==> config.mk <==
export PLATFORM = sky130hd
export DESIGN_NAME = rx_ring_addr_gen
export DESIGN_NICKNAME = d
export VERILOG_FILES = /design/src/rtl/rx_ring_pkg.sv /design/src/rtl/rx_ring_size_dec.sv /design/src/rtl/rx_ring_seg_calc.sv /design/src/rtl/rx_ring_offset_reg.sv /design/src/rtl/rx_ring_addr_gen.sv
export SDC_FILE = /design/constraint.sdc
export NUM_CORES = 1
export LEC_CHECK = 0
export ABC_AREA = 1
export BUFFER_PORTS_ARGS = -buffer_cell sky130_fd_sc_hd__buf_2
export CAP_MARGIN = 20
export CORE_ASPECT_RATIO = 0.7
export CORE_MARGIN = 4
export CORE_UTILIZATION = 55
export CTS_CLUSTER_DIAMETER = 200
export DETAILED_ROUTE_END_ITERATION = 10
export PLACE_DENSITY = 0.78
export SYNTH_ARGS = -nofsm -noshare
export SYNTH_HDL_FRONTEND = slang
export SYNTH_HIERARCHICAL = 1
export SYNTH_SLANG_ARGS = --single-unit
==> constraint.sdc <==
create_clock -name clk_i -period 7.9 [get_ports clk_i]
set_input_delay 0 -clock clk_i [delete_from_list [all_inputs] [get_ports clk_i]]
set_output_delay 0 -clock clk_i [all_outputs]
set_load 0.005 [all_outputs]
==> src/rtl/rx_ring_pkg.sv <==
package rx_ring_pkg;
  typedef enum logic [1:0] {
    RING_X1 = 2'b00,
    RING_X2 = 2'b01,
    RING_X4 = 2'b10,
    RING_X8 = 2'b11
  } ring_code_e;
  localparam int unsigned NUM_CODES = 4;
endpackage

==> src/rtl/rx_ring_size_dec.sv <==
module rx_ring_size_dec
  import rx_ring_pkg::*;
#(
  parameter int unsigned RING_LOG2 = 13,
  parameter int unsigned PAD       = 16,
  parameter int unsigned OW        = RING_LOG2 + 5
) (
  input  logic [1:0]    code_i,
  input  logic          spill_mode_i,
  output logic [OW-1:0] ring_len_o,
  output logic          spill_en_o
);
  logic [OW-1:0] len_tab [NUM_CODES];

  for (genvar g = 0; g < int'(NUM_CODES); g++) begin : g_len
    assign len_tab[g] = (OW'(1) << (RING_LOG2 + g)) + OW'(PAD);
  end

  assign ring_len_o = len_tab[code_i];
  // largest ring always wraps
  assign spill_en_o = spill_mode_i && (code_i != RING_X8);
endmodule

==> src/rtl/rx_ring_seg_calc.sv <==
module rx_ring_seg_calc #(
  parameter int unsigned CW = 11,
  parameter int unsigned OW = 18
) (
  input  logic [OW-1:0] cur_off_i,
  input  logic [CW-1:0] bytes_i,
  input  logic [OW-1:0] ring_len_i,
  input  logic          spill_en_i,
  input  logic          last_i,
  output logic          split_o,
  output logic [CW-1:0] len0_o,
  output logic [CW-1:0] len1_o,
  output logic [OW-1:0] next_cur_o,
  output logic [OW-1:0] next_start_o
);
  logic [OW-1:0] end_off;
  logic [OW-1:0] wrapped;
  logic [OW-1:0] head;
  logic [OW-1:0] tail;

  always_comb begin
    end_off      = cur_off_i + OW'(bytes_i);
    split_o      = !spill_en_i && (end_off > ring_len_i);
    head         = ring_len_i - cur_off_i;
    tail         = end_off - ring_len_i;
    len0_o       = split_o ? CW'(head) : bytes_i;
    len1_o       = split_o ? CW'(tail) : '0;
    wrapped      = (end_off >= ring_len_i) ? tail : end_off;
    // mid-packet spill keeps the linear offset
    next_cur_o   = (spill_en_i && !last_i) ? end_off : wrapped;
    next_start_o = wrapped;
  end
endmodule

==> src/rtl/rx_ring_offset_reg.sv <==
module rx_ring_offset_reg #(
  parameter int unsigned OW = 18
) (
  input  logic          clk_i,
  input  logic          rst_ni,
  input  logic          init_i,
  input  logic          adv_i,
  input  logic          last_i,
  input  logic [OW-1:0] next_cur_i,
  input  logic [OW-1:0] next_start_i,
  input  logic [OW-1:0] ring_len_i,
  input  logic          spill_en_i,
  output logic [OW-1:0] cur_off_o,
  output logic [OW-1:0] pkt_start_o
);
  always_ff @(posedge clk_i or negedge rst_ni) begin
    if (!rst_ni) begin
      cur_off_o   <= '0;
      pkt_start_o <= '0;
    end else if (init_i) begin
      cur_off_o   <= '0;
      pkt_start_o <= '0;
    end else if (adv_i) begin
      cur_off_o <= next_cur_i;
      if (last_i) pkt_start_o <= next_start_i;
    end
  end


  start_bound_chk: assert property (@(posedge clk_i) disable iff (!rst_ni)
    !init_i |-> pkt_start_o < ring_len_i);


  wrap_bound_chk: assert property (@(posedge clk_i) disable iff (!rst_ni)
    (!init_i && !spill_en_i) |-> cur_off_o < ring_len_i);


  start_hold_chk: assert property (@(posedge clk_i) disable iff (!rst_ni)
    !(adv_i && last_i) && !init_i |=> $stable(pkt_start_o));
endmodule

==> src/rtl/rx_ring_addr_gen.sv <==
module rx_ring_addr_gen #(
  parameter int unsigned RING_LOG2 = 13,
  parameter int unsigned PAD       = 16,
  parameter int unsigned AW        = 32,
  parameter int unsigned CW        = 11,
  localparam int unsigned OW       = RING_LOG2 + 5
) (
  input  logic          clk_i,
  input  logic          rst_ni,
  input  logic          init_i,
  input  logic [AW-1:0] base_addr_i,
  input  logic [1:0]    len_code_i,
  input  logic          spill_mode_i,
  input  logic          wr_valid_i,
  input  logic [CW-1:0] wr_bytes_i,
  input  logic          wr_last_i,
  output logic          seg0_valid_o,
  output logic [AW-1:0] seg0_addr_o,
  output logic [CW-1:0] seg0_len_o,
  output logic          seg1_valid_o,
  output logic [AW-1:0] seg1_addr_o,
  output logic [CW-1:0] seg1_len_o,
  output logic [OW-1:0] pkt_start_o
);
  logic [OW-1:0] ring_len, cur_off, next_cur, next_start;
  logic          spill_en, split, adv;
  logic [CW-1:0] len0, len1;

  assign adv = wr_valid_i && !init_i;

  rx_ring_size_dec #(.RING_LOG2(RING_LOG2), .PAD(PAD), .OW(OW)) u_dec (
    .code_i      (len_code_i),
    .spill_mode_i(spill_mode_i),
    .ring_len_o  (ring_len),
    .spill_en_o  (spill_en)
  );

  rx_ring_seg_calc #(.CW(CW), .OW(OW)) u_calc (
    .cur_off_i   (cur_off),
    .bytes_i     (wr_bytes_i),
    .ring_len_i  (ring_len),
    .spill_en_i  (spill_en),
    .last_i      (wr_last_i),
    .split_o     (split),
    .len0_o      (len0),
    .len1_o      (len1),
    .next_cur_o  (next_cur),
    .next_start_o(next_start)
  );

  rx_ring_offset_reg #(.OW(OW)) u_off (
    .clk_i       (clk_i),
    .rst_ni      (rst_ni),
    .init_i      (init_i),
    .adv_i       (adv),
    .last_i      (wr_last_i),
    .next_cur_i  (next_cur),
    .next_start_i(next_start),
    .ring_len_i  (ring_len),
    .spill_en_i  (spill_en),
    .cur_off_o   (cur_off),
    .pkt_start_o (pkt_start_o)
  );

  always_ff @(posedge clk_i or negedge rst_ni) begin
    if (!rst_ni) begin
      seg0_valid_o <= 1'b0;
      seg0_addr_o  <= '0;
      seg0_len_o   <= '0;
      seg1_valid_o <= 1'b0;
      seg1_addr_o  <= '0;
      seg1_len_o   <= '0;
    end else begin
      seg0_valid_o <= adv;
      seg1_valid_o <= adv && split;
      if (adv) begin
        seg0_addr_o <= base_addr_i + AW'(cur_off);
        seg0_len_o  <= len0;
        seg1_addr_o <= base_addr_i;
        seg1_len_o  <= len1;
      end
    end
  end


  valid_lat_chk: assert property (@(posedge clk_i) disable iff (!rst_ni)
    seg0_valid_o == $past(wr_valid_i && !init_i));


  seg1_pair_chk: assert property (@(posedge clk_i) disable iff (!rst_ni)
    seg1_valid_o |-> seg0_valid_o);


  seg_sum_chk: assert property (@(posedge clk_i) disable iff (!rst_ni)
    seg0_valid_o |-> ({1'b0, seg0_len_o} + (seg1_valid_o ? {1'b0, seg1_len_o} : '0))
                     == {1'b0, $past(wr_bytes_i)});


  seg1_base_chk: assert property (@(posedge clk_i) disable iff (!rst_ni)
    seg1_valid_o |-> seg1_addr_o == $past(base_addr_i));
endmodule

==> results of run 1 <==
==> flip-flops by register name, indices dropped and copies added (netlist names) <==
name	cells
u_off/pkt_start_o	18
seg0_valid_o	1
u_off/cur_off_o	18
seg0_addr_o	32
seg1_addr_o	32
seg1_len_o	11
seg1_valid_o	1
seg0_len_o	11
==> cells by family (layout without fill, tap and decap cells) <==
kind of cell             count (synthesis)  in the layout  synth area share
flip-flops                             124            124             0.302
AO/OA/AOI/OAI                           89             89            0.0499
XOR/XNOR                                33             33            0.0282
AND/OR/NAND/NOR                        985            985             0.423
adder cells (fa/ha/maj)                 61             61            0.0773
buffers and inverters                  278            462             0.118
other                                    2             14          0.000732
==> worst paths after layout <==
path                                                       end  depth (start not counted)                      startpoint
worst min register to register     seg1_addr_o[12]$_DFFE_PN0P_                          2     seg1_addr_o[12]$_DFFE_PN0P_
max in group asynchronous       u_off/cur_off_o[0]$_DFFE_PN0P_                          3                          rst_ni
worst min-delay path               seg1_addr_o[12]$_DFFE_PN0P_                          5                      wr_valid_i
worst max register to register  u_off/cur_off_o[4]$_DFFE_PN0P_                         22  u_off/cur_off_o[1]$_DFFE_PN0P_
min in group asynchronous          seg0_addr_o[31]$_DFFE_PN0P_                          2                          rst_ni
worst max-delay path            u_off/cur_off_o[4]$_DFFE_PN0P_                         22  u_off/cur_off_o[1]$_DFFE_PN0P_
==> critical path, delay by kind of cell, from the launching register on <==
family / cells / cell delay [ns]
fa+ha+maj: 2 / 0.82
flops: 1 / 0.51
simple gates: 17 / 2.60
compound gates: 1 / 0.19
buf+inv: 2 / 0.21
==> routing by layer <==
metal | part of all wire | wire [um]
met1 | 0.49 | 16300
met2 | 0.39 | 12900
met3 | 0.11 | 3740
met4 | 0.013 | 438
met5 | 0 | 0
==> layout make-up <==
| cell class | instances | area, um^2 | share of cell area |
|---|---|---|---|
| well taps | 236 | 295 | 0.0243 |
| inverters | 228 | 858 | 0.0708 |
| clock inverters | 14 | 210 | 0.0173 |
| clock buffers | 17 | 425 | 0.0351 |
| repair buffers | 203 | 1250 | 0.103 |
| multi-input cells | 1182 | 5990 | 0.494 |
| flip-flops and latches | 124 | 3100 | 0.256 |
==> power by group <==
group	internal [uW]	total, uW	switching (uW)
logic	293	816	523
clock network	535	870	334
registers	712	766	53.6
==> cell usage in the layout (no fill, tap or decap), drive strengths merged, types with 3 or more instances in the layout <==
cell type	instances
nand2	619
inv	228
buf	159
nand3	151
nor2	151
dfrtp	124
ha	57
dlygate4sd3	44
a21oi	41
o21ai	38
and2	22
xnor2	21
clkbuf	17
nor3	17
conb	14
xor2	12
nand3b	10
nand4	9
clkinv	8
or2	5
fa	4
bufinv	4
o21bai	4
a31oi	3
==> what timing repair did <==
action,CTS,global route
hold buffers,44,0
endpoints found under the hold margin,108,0
buffers inserted,0,0
resized for setup,0,0
==> per-stage QoR <==
step	instances	hold slack [ns]	worst slack (ns)	total power, uW
CTS	2004	0.0253	3.59	2430
global route	2004	0.0558	3.11	2580
global placement	1929	0.0617	3.70	1550
floorplan	1584	-0.296	4.49	1280
detailed placement	1929	0.0648	3.64	1550
finish	2004	0.0286	3.51	2450
==> qor_table.md, run 1 <==
| Metric | Reported |
|---|---|
| Run status | finished clean |
| Areal power density over the cells | 202 nW/um^2 |
| DIE AREA | 20900 um^2 |
| YS warnings | 6 |
| Via Count | 10646 |
| Cell area after technology mapping | 10300 um^2 |
| Worst-Margin Slew | 1.00 ns |
| Hold Vio Cnt, Final | 0 |
| Maximum root-to-sink buffer count | 2 |
| Overall Global Routing Usage | 0.322 |
| Cells taking the most area after synthesis | sky130_fd_sc_hd__dfrtp_1, sky130_fd_sc_hd__nand2_1, sky130_fd_sc_hd__inv_1 |
| Final core utilization | 0.668 |
| Number of antenna violations at the first check in global routing | 0 |
| Grt met2 use | 0.429 |
| Number of maximum-capacitance violations | 0 |
| Critical path data arrival time | 4.75 ns |
| Vias per inst | 5.31 |
| RSZ-0062 raised after global routing | no |
| Number of nets in the layout | 1868 |
| Number of global-route vias before repair | 9659 |
| Pre-Repair DR Iteration Count | 5 |
| TritonCTS Buffers | 17 |
| Avg Cell Area, Syn | 6.53 um^2 |
| Worst clock skew | 0.0113 ns |
| GPL Wtd Cong | 0.977 |
| Area leader, netlist | sky130_fd_sc_hd__dfrtp_1 |
| Maximum number of pins on one net before global-route repair | 75 |
| Number of input and output port buffers inserted | 156 |
| Clock slew at the register clock pins of the worst setup and hold paths | 0.06 ns |
| Clock H-tree levels | 4 |
| Site Rows | 41 |
| Reported leakage power | 0.00702 uW |
| Die width | 171 um |
| Number of flops mapped to enable cells by yosys | 0 |
| Final setup violation count | 0 |
| Most numerous cell in the Yosys netlist | sky130_fd_sc_hd__nand2_1 |
| Share of the cycle needed by the critical path after routing | 0.556 |
| Worst setup SP type | flip-flop |
| Post-synthesis register bit count | 124 |
| CTS Root Cell | sky130_fd_sc_hd__clkbuf_16 |
| Final period demand of the worst path | 4.39 ns |
| Worst ir drop on vdd | 0.127 mV |
| Max stage delay on crit path | 0.51 ns |
| Type of element capturing the critical path | flip-flop |
| Critical path fanouts, max | 20 |
| Met1 Use GR | 0.521 |
| Starting Density | 0.565 |
| Count of unique library cells instantiated by Yosys | 50 |
| Cell types with the highest counts after synthesis | sky130_fd_sc_hd__nand2_1, sky130_fd_sc_hd__inv_1, sky130_fd_sc_hd__nand3_1 |
| Final design area excluding fillers | 12100 um^2 |
| Share of synthesized area occupied by flip-flops and latches | 0.302 |
| I/O pin cnt | 157 |
| P&R area growth vs syn | 18.2% |
| Final antenna diode count | 0 |
| Height of the die | 122 um |
| Fraction of synthesis flops using an asynchronous set or reset pin | 1.00 |
| Setup Total Neg Slack | 0 ns |
| Most used cell, CP | sky130_fd_sc_hd__nand2_1 |
| Setup slack of the worst register-to-register path | 3.51 ns |
| Leading register cell type out of synthesis | sky130_fd_sc_hd__dfrtp_1 |
| Start-to-end type of the worst setup path | flip-flop to flip-flop |
| Worst path cell trace | inv_1, fa_1, nand3b_1, nand2_1, nand2_1, nand2_1, nand3_1, nand2_1, nand2_1, nand2_1, inv_1, ha_1, nand2_1, nor2_1, and2_2, nand3_4, nand4_2, nand2_1, nand3_1, o21ai_1, nand3_1, nand2_1 |
| Grt ovf | 0 |
| Detailed placer's ending HPWL | 25200 um |
| Post-DP Area | 11100 um^2 |
| Maximum achievable frequency | 228 MHz |
| Drt initial violations | 1135 |
| Final max-slew violation count | 0 |
| Number of sinks on the clock net | 124 |
| Critical Path RT | 8.25 ns |
| Clk_lat worst skew | 0.43 ns |
| Tightest slew margin relative to the limit | 0.333 |
| Wirelength per Cell | 16.7 um |
| Layout cells sized above 1 | 0.153 |
| Grt peak-use layer | met1 |
| Global-route wire length before repair | 52600 um |
| Remaining antenna violation count after routing | 0 |
| Fill cell count | 1636 |
| Met3 demand-to-capacity share in global routing | 0.0834 |
| Clock tree from TritonCTS | done |
| Synth top area share | 0.302 |
| Type of the most critical hold path | input pin to flip-flop |
| Critical-path top delay cell | sky130_fd_sc_hd__dfrtp_1 |
| Drt total wl | 33400 um |
| Residual DRC | 0 |
| Floorplan core area | 18200 um^2 |
| Post-synthesis instance total | 1572 |
Note: power is estimated with default switching activity, not from simulation.
==> run 2, diff against run 1 <==
==> constraint.sdc (replaced) <==
create_clock -name clk_i -period 4.4 [get_ports clk_i]
set_input_delay 0 -clock clk_i [delete_from_list [all_inputs] [get_ports clk_i]]
set_output_delay 0 -clock clk_i [all_outputs]
set_load 0.005 [all_outputs]
==> qor_table.md, run 2 (synthesis gave the netlist of run 1 again) <==
| Metric | Reported | vs previous |
|---|---|---|
| Number of global-route vias before repair | 9938 | was 9659 |
| Height of the die | 122 um | unchanged |
| Clock tree from TritonCTS | done | unchanged |
| Via Count | 10769 | was 10646 |
| Number of input and output port buffers inserted | 156 | unchanged |
| Reported leakage power | 0.00702 uW | about the same |
| Clock slew at the register clock pins of the worst setup and hold paths | 0.06 ns | about the same |
| Starting Density | 0.565 | unchanged |
| Remaining antenna violation count after routing | 0 | unchanged |
| Share of the cycle needed by the critical path after routing | 0.934 | was 0.556 |
| Critical path fanouts, max | 4 | was 20 |
| Pre-Repair DR Iteration Count | 6 | was 5 |
| Number of placed cells counting well taps | 1931 | was 1929 |
| Tightest slew margin relative to the limit | 0.413 | was 0.333 |
| Hold Vio Cnt, Final | 0 | unchanged |
| Final worst setup slack | 0.288 ns | was 3.51 ns |
| Clock H-tree levels | 4 | unchanged |
| Commonest non-fill, non-tap cell in the layout | sky130_fd_sc_hd__nand2_1 | unchanged |
| Detailed placer's ending HPWL | 25100 um | was 25200 um |
| Setup Total Neg Slack | 0 ns | unchanged |
| Cell type group with the largest total delay on the critical path | simple AND/OR/NAND/NOR gates | unchanged |
| Drt total wl | 33600 um | was 33400 um |
| Number of nets in the layout | 1880 | was 1868 |
| GPL Wtd Cong | 0.998 | was 0.977 |
| Type of element capturing the critical path | flip-flop | unchanged |
| Grt ovf | 0 | unchanged |
| Top flop regs | seg0_addr_o (32), seg1_addr_o (32) | unchanged |
| Worst path cell trace | ha_1, nand2_1, inv_1, a21oi_1, nand2_1, xor2_1, ha_1, nand2_1, inv_1, a21oi_1, nand3_1, xnor2_1, nand2_1, and2_1, inv_1, nor2_1, nand2_1, nand2_1 | was inv_1, fa_1, nand3b_1, nand2_1, nand2_1, nand2_1, nand3_1, nand2_1, nand2_1, nand2_1, inv_1, ha_1, nand2_1, nor2_1, and2_2, nand3_4, nand4_2, nand2_1, nand3_1, o21ai_1, nand3_1, nand2_1 |
| Clk_lat worst skew | 0.44 ns | was 0.43 ns |
| I/O pin cnt | 157 | unchanged |
| Maximum number of pins on one net before global-route repair | 72 | was 75 |
| Residual DRC | 0 | unchanged |
| DIE AREA | 20900 um^2 | unchanged |
| Number of sinks on the clock net | 124 | unchanged |
| Most used cell, CP | sky130_fd_sc_hd__nand2_1 | unchanged |
| Wirelength per Cell | 16.7 um | about the same |
| Run status | finished clean | unchanged |
| Final period demand of the worst path | 4.11 ns | was 4.39 ns |
| Final max-slew violation count | 0 | unchanged |
| TritonCTS Buffers | 17 | unchanged |
| Worst ir drop on vdd | 0.235 mV | was 0.127 mV |
| Start-to-end type of the worst setup path | flip-flop to flip-flop | unchanged |
| Worst-Margin Slew | 0.881 ns | was 1.00 ns |
| P&R area growth vs syn | 19.0% | was 18.2% |
| Vias per inst | 5.34 | was 5.31 |
| Critical-path top delay cell | sky130_fd_sc_hd__dfrtp_1 | unchanged |
| RSZ-0062 raised after global routing | no | unchanged |
| Die width | 171 um | unchanged |
| Max stage delay on crit path | 0.46 ns | was 0.51 ns |
| Critical Path RT | 4.72 ns | was 8.25 ns |
| Number of antenna violations at the first check in global routing | 0 | unchanged |
| Maximum achievable frequency | 243 MHz | was 228 MHz |
| Site Rows | 41 | unchanged |
| Maximum root-to-sink buffer count | 2 | unchanged |
| Layout cells sized above 1 | 0.159 | was 0.153 |
| Type of the most critical hold path | input pin to flip-flop | unchanged |
| Critical path data arrival time | 4.44 ns | was 4.75 ns |
| Buf/Inv on CP | 3 | was 2 |
| Drt initial violations | 1161 | was 1135 |
| Floorplan core area | 18200 um^2 | unchanged |
| Worst clock skew | 0.0154 ns | was 0.0113 ns |
| Areal power density over the cells | 348 nW/um^2 | was 202 nW/um^2 |
| Final antenna diode count | 0 | unchanged |
| CTS Root Cell | sky130_fd_sc_hd__clkbuf_16 | unchanged |
| Commonest cells after routing, fill and taps aside | sky130_fd_sc_hd__nand2_1, sky130_fd_sc_hd__inv_1, sky130_fd_sc_hd__buf_2, sky130_fd_sc_hd__nand3_1, sky130_fd_sc_hd__nor2_1 | unchanged |
| Global-route wire length before repair | 52600 um | unchanged |
| Count of placed standard cells in the final layout, fillers left out | 2016 | was 2004 |
| Number of maximum-capacitance violations | 0 | unchanged |
| Post-Place Worst Slack | 0.209 ns | was 3.64 ns |
| Worst setup SP type | flip-flop | unchanged |
| Overall Global Routing Usage | 0.322 | about the same |
| Final setup violation count | 0 | unchanged |
-- run 2: final cells by class --
cell class / instances / area, um^2
flip-flops and latches: 124 / 3100
fillers: 1625 / 5950
inverters: 228 / 858
well taps: 236 / 295
multi-input cells: 1183 / 6040
clock inverters: 14 / 136
clock buffers: 17 / 425
repair buffers: 214 / 1350
-- run 2: worst paths after layout --
path / startpoint / to / slack [ns] / cells after the start
max in group asynchronous: rst_ni / u_off/cur_off_o[1]$_DFFE_PN0P_ / 3.22 / 3
max: u_off/cur_off_o[6]$_DFFE_PN0P_ / u_off/pkt_start_o[9]$_DFFE_PN0P_ / 0.29 / 18
min reg2reg: seg1_addr_o[12]$_DFFE_PN0P_ / seg1_addr_o[12]$_DFFE_PN0P_ / 0.47 / 2
min: wr_valid_i / seg1_addr_o[13]$_DFFE_PN0P_ / 0.02 / 5
min in group asynchronous: rst_ni / seg1_addr_o[19]$_DFFE_PN0P_ / 0.08 / 2
max reg2reg: u_off/cur_off_o[6]$_DFFE_PN0P_ / u_off/pkt_start_o[9]$_DFFE_PN0P_ / 0.29 / 18
-- run 2: routing by layer --
layer	part of all wire	track usage	up-vias
met2	0.40	0.449	615
met4	0.014	0.0717	0
met3	0.12	0.0924	40
li1	-	-	5232
met1	0.47	0.494	4882
met5	0	0	-
-- run 2: timing repair --
action                                  CTS  global route
endpoints found under the hold margin    96             0
resized for setup                         0             8
buffers inserted                          0             4
hold buffers                             49             0
endpoints found under the setup margin    0            58
-- run 2: per-stage QoR --
stage / power [uW] / hold slack (ns) / area [um^2] / util
finish: 4260 / 0.0216 / 12200 / 0.673
CTS: 4210 / 0.00920 / 12100 / 0.668
global placement: 2780 / -0.000578 / 11100 / 0.610
floorplan: 2300 / -0.296 / 10300 / -
detailed placement: 2780 / -0.00270 / 11100 / 0.610
global route: 4470 / 0.0435 / 12200 / 0.673
-- run 2: power breakdown --
| group | total (uW) | switching (uW) | internal [uW] | leakage [uW] |
|---|---|---|---|---|
| sequential | 1380 | 99.7 | 1280 | 0.00157 |
| clock | 1390 | 602 | 784 | 0.000261 |
| combinational | 1490 | 953 | 538 | 0.00519 |
| total | 4260 | 1650 | 2600 | 0.00702 |
-- run 2: worst register-to-register path, cell delays in order (launching register included) --
cell and delay (ns):
sky130_fd_sc_hd__dfrtp_1 0.46, sky130_fd_sc_hd__ha_1 0.38, sky130_fd_sc_hd__nand2_1 0.13, sky130_fd_sc_hd__inv_1 0.08
sky130_fd_sc_hd__a21oi_1 0.20, sky130_fd_sc_hd__nand2_1 0.14, sky130_fd_sc_hd__xor2_1 0.45, sky130_fd_sc_hd__ha_1 0.38
sky130_fd_sc_hd__nand2_1 0.17, sky130_fd_sc_hd__inv_1 0.06, sky130_fd_sc_hd__a21oi_1 0.36, sky130_fd_sc_hd__nand3_1 0.30
sky130_fd_sc_hd__xnor2_1 0.33, sky130_fd_sc_hd__nand2_1 0.11, sky130_fd_sc_hd__and2_1 0.20, sky130_fd_sc_hd__inv_1 0.07
sky130_fd_sc_hd__nor2_1 0.04, sky130_fd_sc_hd__nand2_1 0.08, sky130_fd_sc_hd__nand2_1 0.05
==> run 3, diff against run 2 <==
--- a/config.mk
+++ b/config.mk
@@ -10,10 +10,10 @@
 export CAP_MARGIN = 20
 export CORE_ASPECT_RATIO = 0.7
 export CORE_MARGIN = 4
-export CORE_UTILIZATION = 55
+export CORE_UTILIZATION = 59
 export CTS_CLUSTER_DIAMETER = 200
 export DETAILED_ROUTE_END_ITERATION = 10
-export PLACE_DENSITY = 0.78
+export PLACE_DENSITY = 0.82
 export SYNTH_ARGS = -nofsm -noshare
 export SYNTH_HDL_FRONTEND = slang
 export SYNTH_HIERARCHICAL = 1
==> qor_table.md, run 3 (synthesis gave the netlist of run 1 again) <==
| Metric | Reported | vs previous |
|---|---|---|
| Critical Path RT | 4.71 ns | was 4.72 ns |
| CTS Root Cell | sky130_fd_sc_hd__clkbuf_16 | unchanged |
| Post-Place Worst Slack | 0.209 ns | about the same |
| Worst path cell trace | ha_1, nand2_1, inv_1, a21oi_1, nand2_1, xor2_1, ha_1, nand2_1, inv_1, a21oi_1, nand3_1, xnor2_1, nand2_1, and2_1, inv_1, nor2_1, nand2_1, nand2_1 | unchanged |
| Number of input and output port buffers inserted | 156 | unchanged |
| TritonCTS Buffers | 17 | unchanged |
| Hold Vio Cnt, Final | 0 | unchanged |
| Worst-Margin Slew | 0.972 ns | was 0.881 ns |
| Buf/Inv on CP | 3 | unchanged |
| RSZ-0062 raised after global routing | no | unchanged |
| Clock tree from TritonCTS | done | unchanged |
| Drt total wl | 33900 um | was 33600 um |
| Number of sinks on the clock net | 124 | unchanged |
| Overall Global Routing Usage | 0.342 | was 0.322 |
| Post-DP Area | 11100 um^2 | about the same |
| Pre-Repair DR Iteration Count | 6 | unchanged |
| Commonest cells after routing, fill and taps aside | sky130_fd_sc_hd__nand2_1, sky130_fd_sc_hd__inv_1, sky130_fd_sc_hd__buf_2, sky130_fd_sc_hd__nand3_1, sky130_fd_sc_hd__nor2_1 | unchanged |
| Clock H-tree levels | 4 | unchanged |
| Vias per inst | 5.38 | was 5.34 |
| Setup Total Neg Slack | 0 ns | unchanged |
| Worst setup SP type | flip-flop | unchanged |
| Run status | finished clean | unchanged |
| Final Total Pwr | 4210 uW | was 4260 uW |
| Layout cells sized above 1 | 0.160 | was 0.159 |
| Type of the most critical hold path | input pin to flip-flop | unchanged |
| Remaining antenna violation count after routing | 0 | unchanged |
| Final design area excluding fillers | 12200 um^2 | about the same |
| Drt initial violations | 1337 | was 1161 |
| Clk_lat worst skew | 0.43 ns | was 0.44 ns |
| Grt met2 use | 0.478 | was 0.449 |
| Die width | 166 um | was 171 um |
| Clock slew at the register clock pins of the worst setup and hold paths | 0.06 ns | about the same |
| Met1 Use GR | 0.544 | was 0.494 |
| Number of maximum-capacitance violations | 0 | unchanged |
| Worst clock skew | 0.00882 ns | was 0.0154 ns |
| Wirelength per Cell | 16.9 um | was 16.7 um |
| Site Rows | 40 | was 41 |
| Critical path data arrival time | 4.64 ns | was 4.44 ns |
| P&R area growth vs syn | 18.5% | was 19.0% |
| Final antenna diode count | 0 | unchanged |
| Number of global-route vias before repair | 10004 | was 9938 |
| GPL Wtd Cong | 0.978 | was 0.998 |
| Fill cell count | 1480 | was 1625 |
| Critical-path top delay cell | sky130_fd_sc_hd__xor2_1 | was sky130_fd_sc_hd__dfrtp_1 |
| Cell type group with the largest total delay on the critical path | simple AND/OR/NAND/NOR gates | unchanged |
| Height of the die | 118 um | was 122 um |
| Number of nets in the layout | 1878 | was 1880 |
| Final core utilization | 0.710 | was 0.673 |
| Final period demand of the worst path | 4.32 ns | was 4.11 ns |
| Via Count | 10805 | was 10769 |
| Type of element capturing the critical path | flip-flop | unchanged |
| Grt peak-use layer | met1 | unchanged |
| Final max-slew violation count | 0 | unchanged |
| Top flop regs | seg0_addr_o (32), seg1_addr_o (32) | unchanged |
| Floorplan core area | 17100 um^2 | was 18200 um^2 |
| Most used cell, CP | sky130_fd_sc_hd__nand2_1 | unchanged |
| Final worst setup slack | 0.0764 ns | was 0.288 ns |
| Maximum achievable frequency | 231 MHz | was 243 MHz |
| Number of antenna violations at the first check in global routing | 0 | unchanged |
| Maximum number of pins on one net before global-route repair | 100 | was 72 |
| Maximum root-to-sink buffer count | 2 | unchanged |
| Grt ovf | 0 | unchanged |
| Start-to-end type of the worst setup path | flip-flop to flip-flop | unchanged |
| I/O pin cnt | 157 | unchanged |
| Residual DRC | 0 | unchanged |
| Final setup violation count | 0 | unchanged |
| Met3 demand-to-capacity share in global routing | 0.0759 | was 0.0924 |
| Worst ir drop on vdd | 0.216 mV | was 0.235 mV |
| Areal power density over the cells | 346 nW/um^2 | was 348 nW/um^2 |
| Commonest non-fill, non-tap cell in the layout | sky130_fd_sc_hd__nand2_1 | unchanged |
| DIE AREA | 19600 um^2 | was 20900 um^2 |
| Tightest slew margin relative to the limit | 0.352 | was 0.413 |
| Max stage delay on crit path | 0.59 ns | was 0.46 ns |
| Critical path fanouts, max | 4 | unchanged |
| Share of the cycle needed by the critical path after routing | 0.983 | was 0.934 |
| Detailed placer's ending HPWL | 25200 um | was 25100 um |
| Reported leakage power | 0.00702 uW | about the same |
| Global-route wire length before repair | 54300 um | was 52600 um |
| Starting Density | 0.599 | was 0.565 |
run 3: worst register-to-register path: stages (launching register included):
cell and delay, ns:
sky130_fd_sc_hd__dfrtp_1 0.52, sky130_fd_sc_hd__ha_1 0.43, sky130_fd_sc_hd__nand2_1 0.11, sky130_fd_sc_hd__inv_1 0.07, sky130_fd_sc_hd__a21oi_1 0.24, sky130_fd_sc_hd__nand2_1 0.17, sky130_fd_sc_hd__xor2_1 0.59, sky130_fd_sc_hd__ha_1 0.42
sky130_fd_sc_hd__nand2_1 0.19, sky130_fd_sc_hd__inv_1 0.06, sky130_fd_sc_hd__a21oi_1 0.25, sky130_fd_sc_hd__nand3_1 0.29, sky130_fd_sc_hd__xnor2_1 0.33, sky130_fd_sc_hd__nand2_1 0.12, sky130_fd_sc_hd__and2_1 0.17, sky130_fd_sc_hd__inv_1 0.06
sky130_fd_sc_hd__nor2_1 0.05, sky130_fd_sc_hd__nand2_1 0.10, sky130_fd_sc_hd__nand2_1 0.05
run 3: final timing paths:
path                                                start                               end  slack, ns  cells past startpoint
min in group asynchronous                          rst_ni       seg1_addr_o[21]$_DFFE_PN0P_       0.10                      2
min                                            wr_valid_i       seg1_addr_o[16]$_DFFE_PN0P_       0.05                      5
max in group asynchronous                          rst_ni    u_off/cur_off_o[1]$_DFFE_PN0P_       3.30                      3
min reg2reg                   seg1_addr_o[11]$_DFFE_PN0P_       seg1_addr_o[11]$_DFFE_PN0P_       0.47                      2
max reg2reg                u_off/cur_off_o[5]$_DFFE_PN0P_  u_off/pkt_start_o[9]$_DFFE_PN0P_       0.08                     18
max                        u_off/cur_off_o[5]$_DFFE_PN0P_  u_off/pkt_start_o[9]$_DFFE_PN0P_       0.08                     18
run 3: final cells by class:
class | instances | area [um^2] | share of cell area
sequential | 124 | 3100 | 0.255
clock buffer | 18 | 429 | 0.0353
timing repair buffer | 212 | 1340 | 0.110
clock inverter | 14 | 111 | 0.00916
tap | 231 | 289 | 0.0238
multi-input combinational | 1183 | 6030 | 0.496
inverter | 228 | 858 | 0.0706
run 3: stage by stage:
stage               hold slack (ns)  instances
global route                 0.0797       2010
global placement             0.0195       1927
CTS                          0.0383       2003
floorplan                    -0.296       1584
finish                       0.0472       2010
detailed placement           0.0209       1927
run 3: report_power, final:
| group | switching [uW] | total, uW | internal, uW |
|---|---|---|---|
| clock | 598 | 1330 | 731 |
| combinational | 961 | 1510 | 545 |
| sequential | 98.5 | 1380 | 1280 |
run 3: what timing repair did:
action                     in CTS  in global routing
hold endpoints to repair       97                  0
resized for setup               0                  5
hold buffers                   44                  0
setup buffers                   0                  6
setup endpoints to repair       0                 58
run 3: routing by layer:
metal / routed length (um) / share of wire
met2: 13600 / 0.40
met3: 3680 / 0.11
met4: 432 / 0.013
met5: 0 / 0
met1: 16200 / 0.48
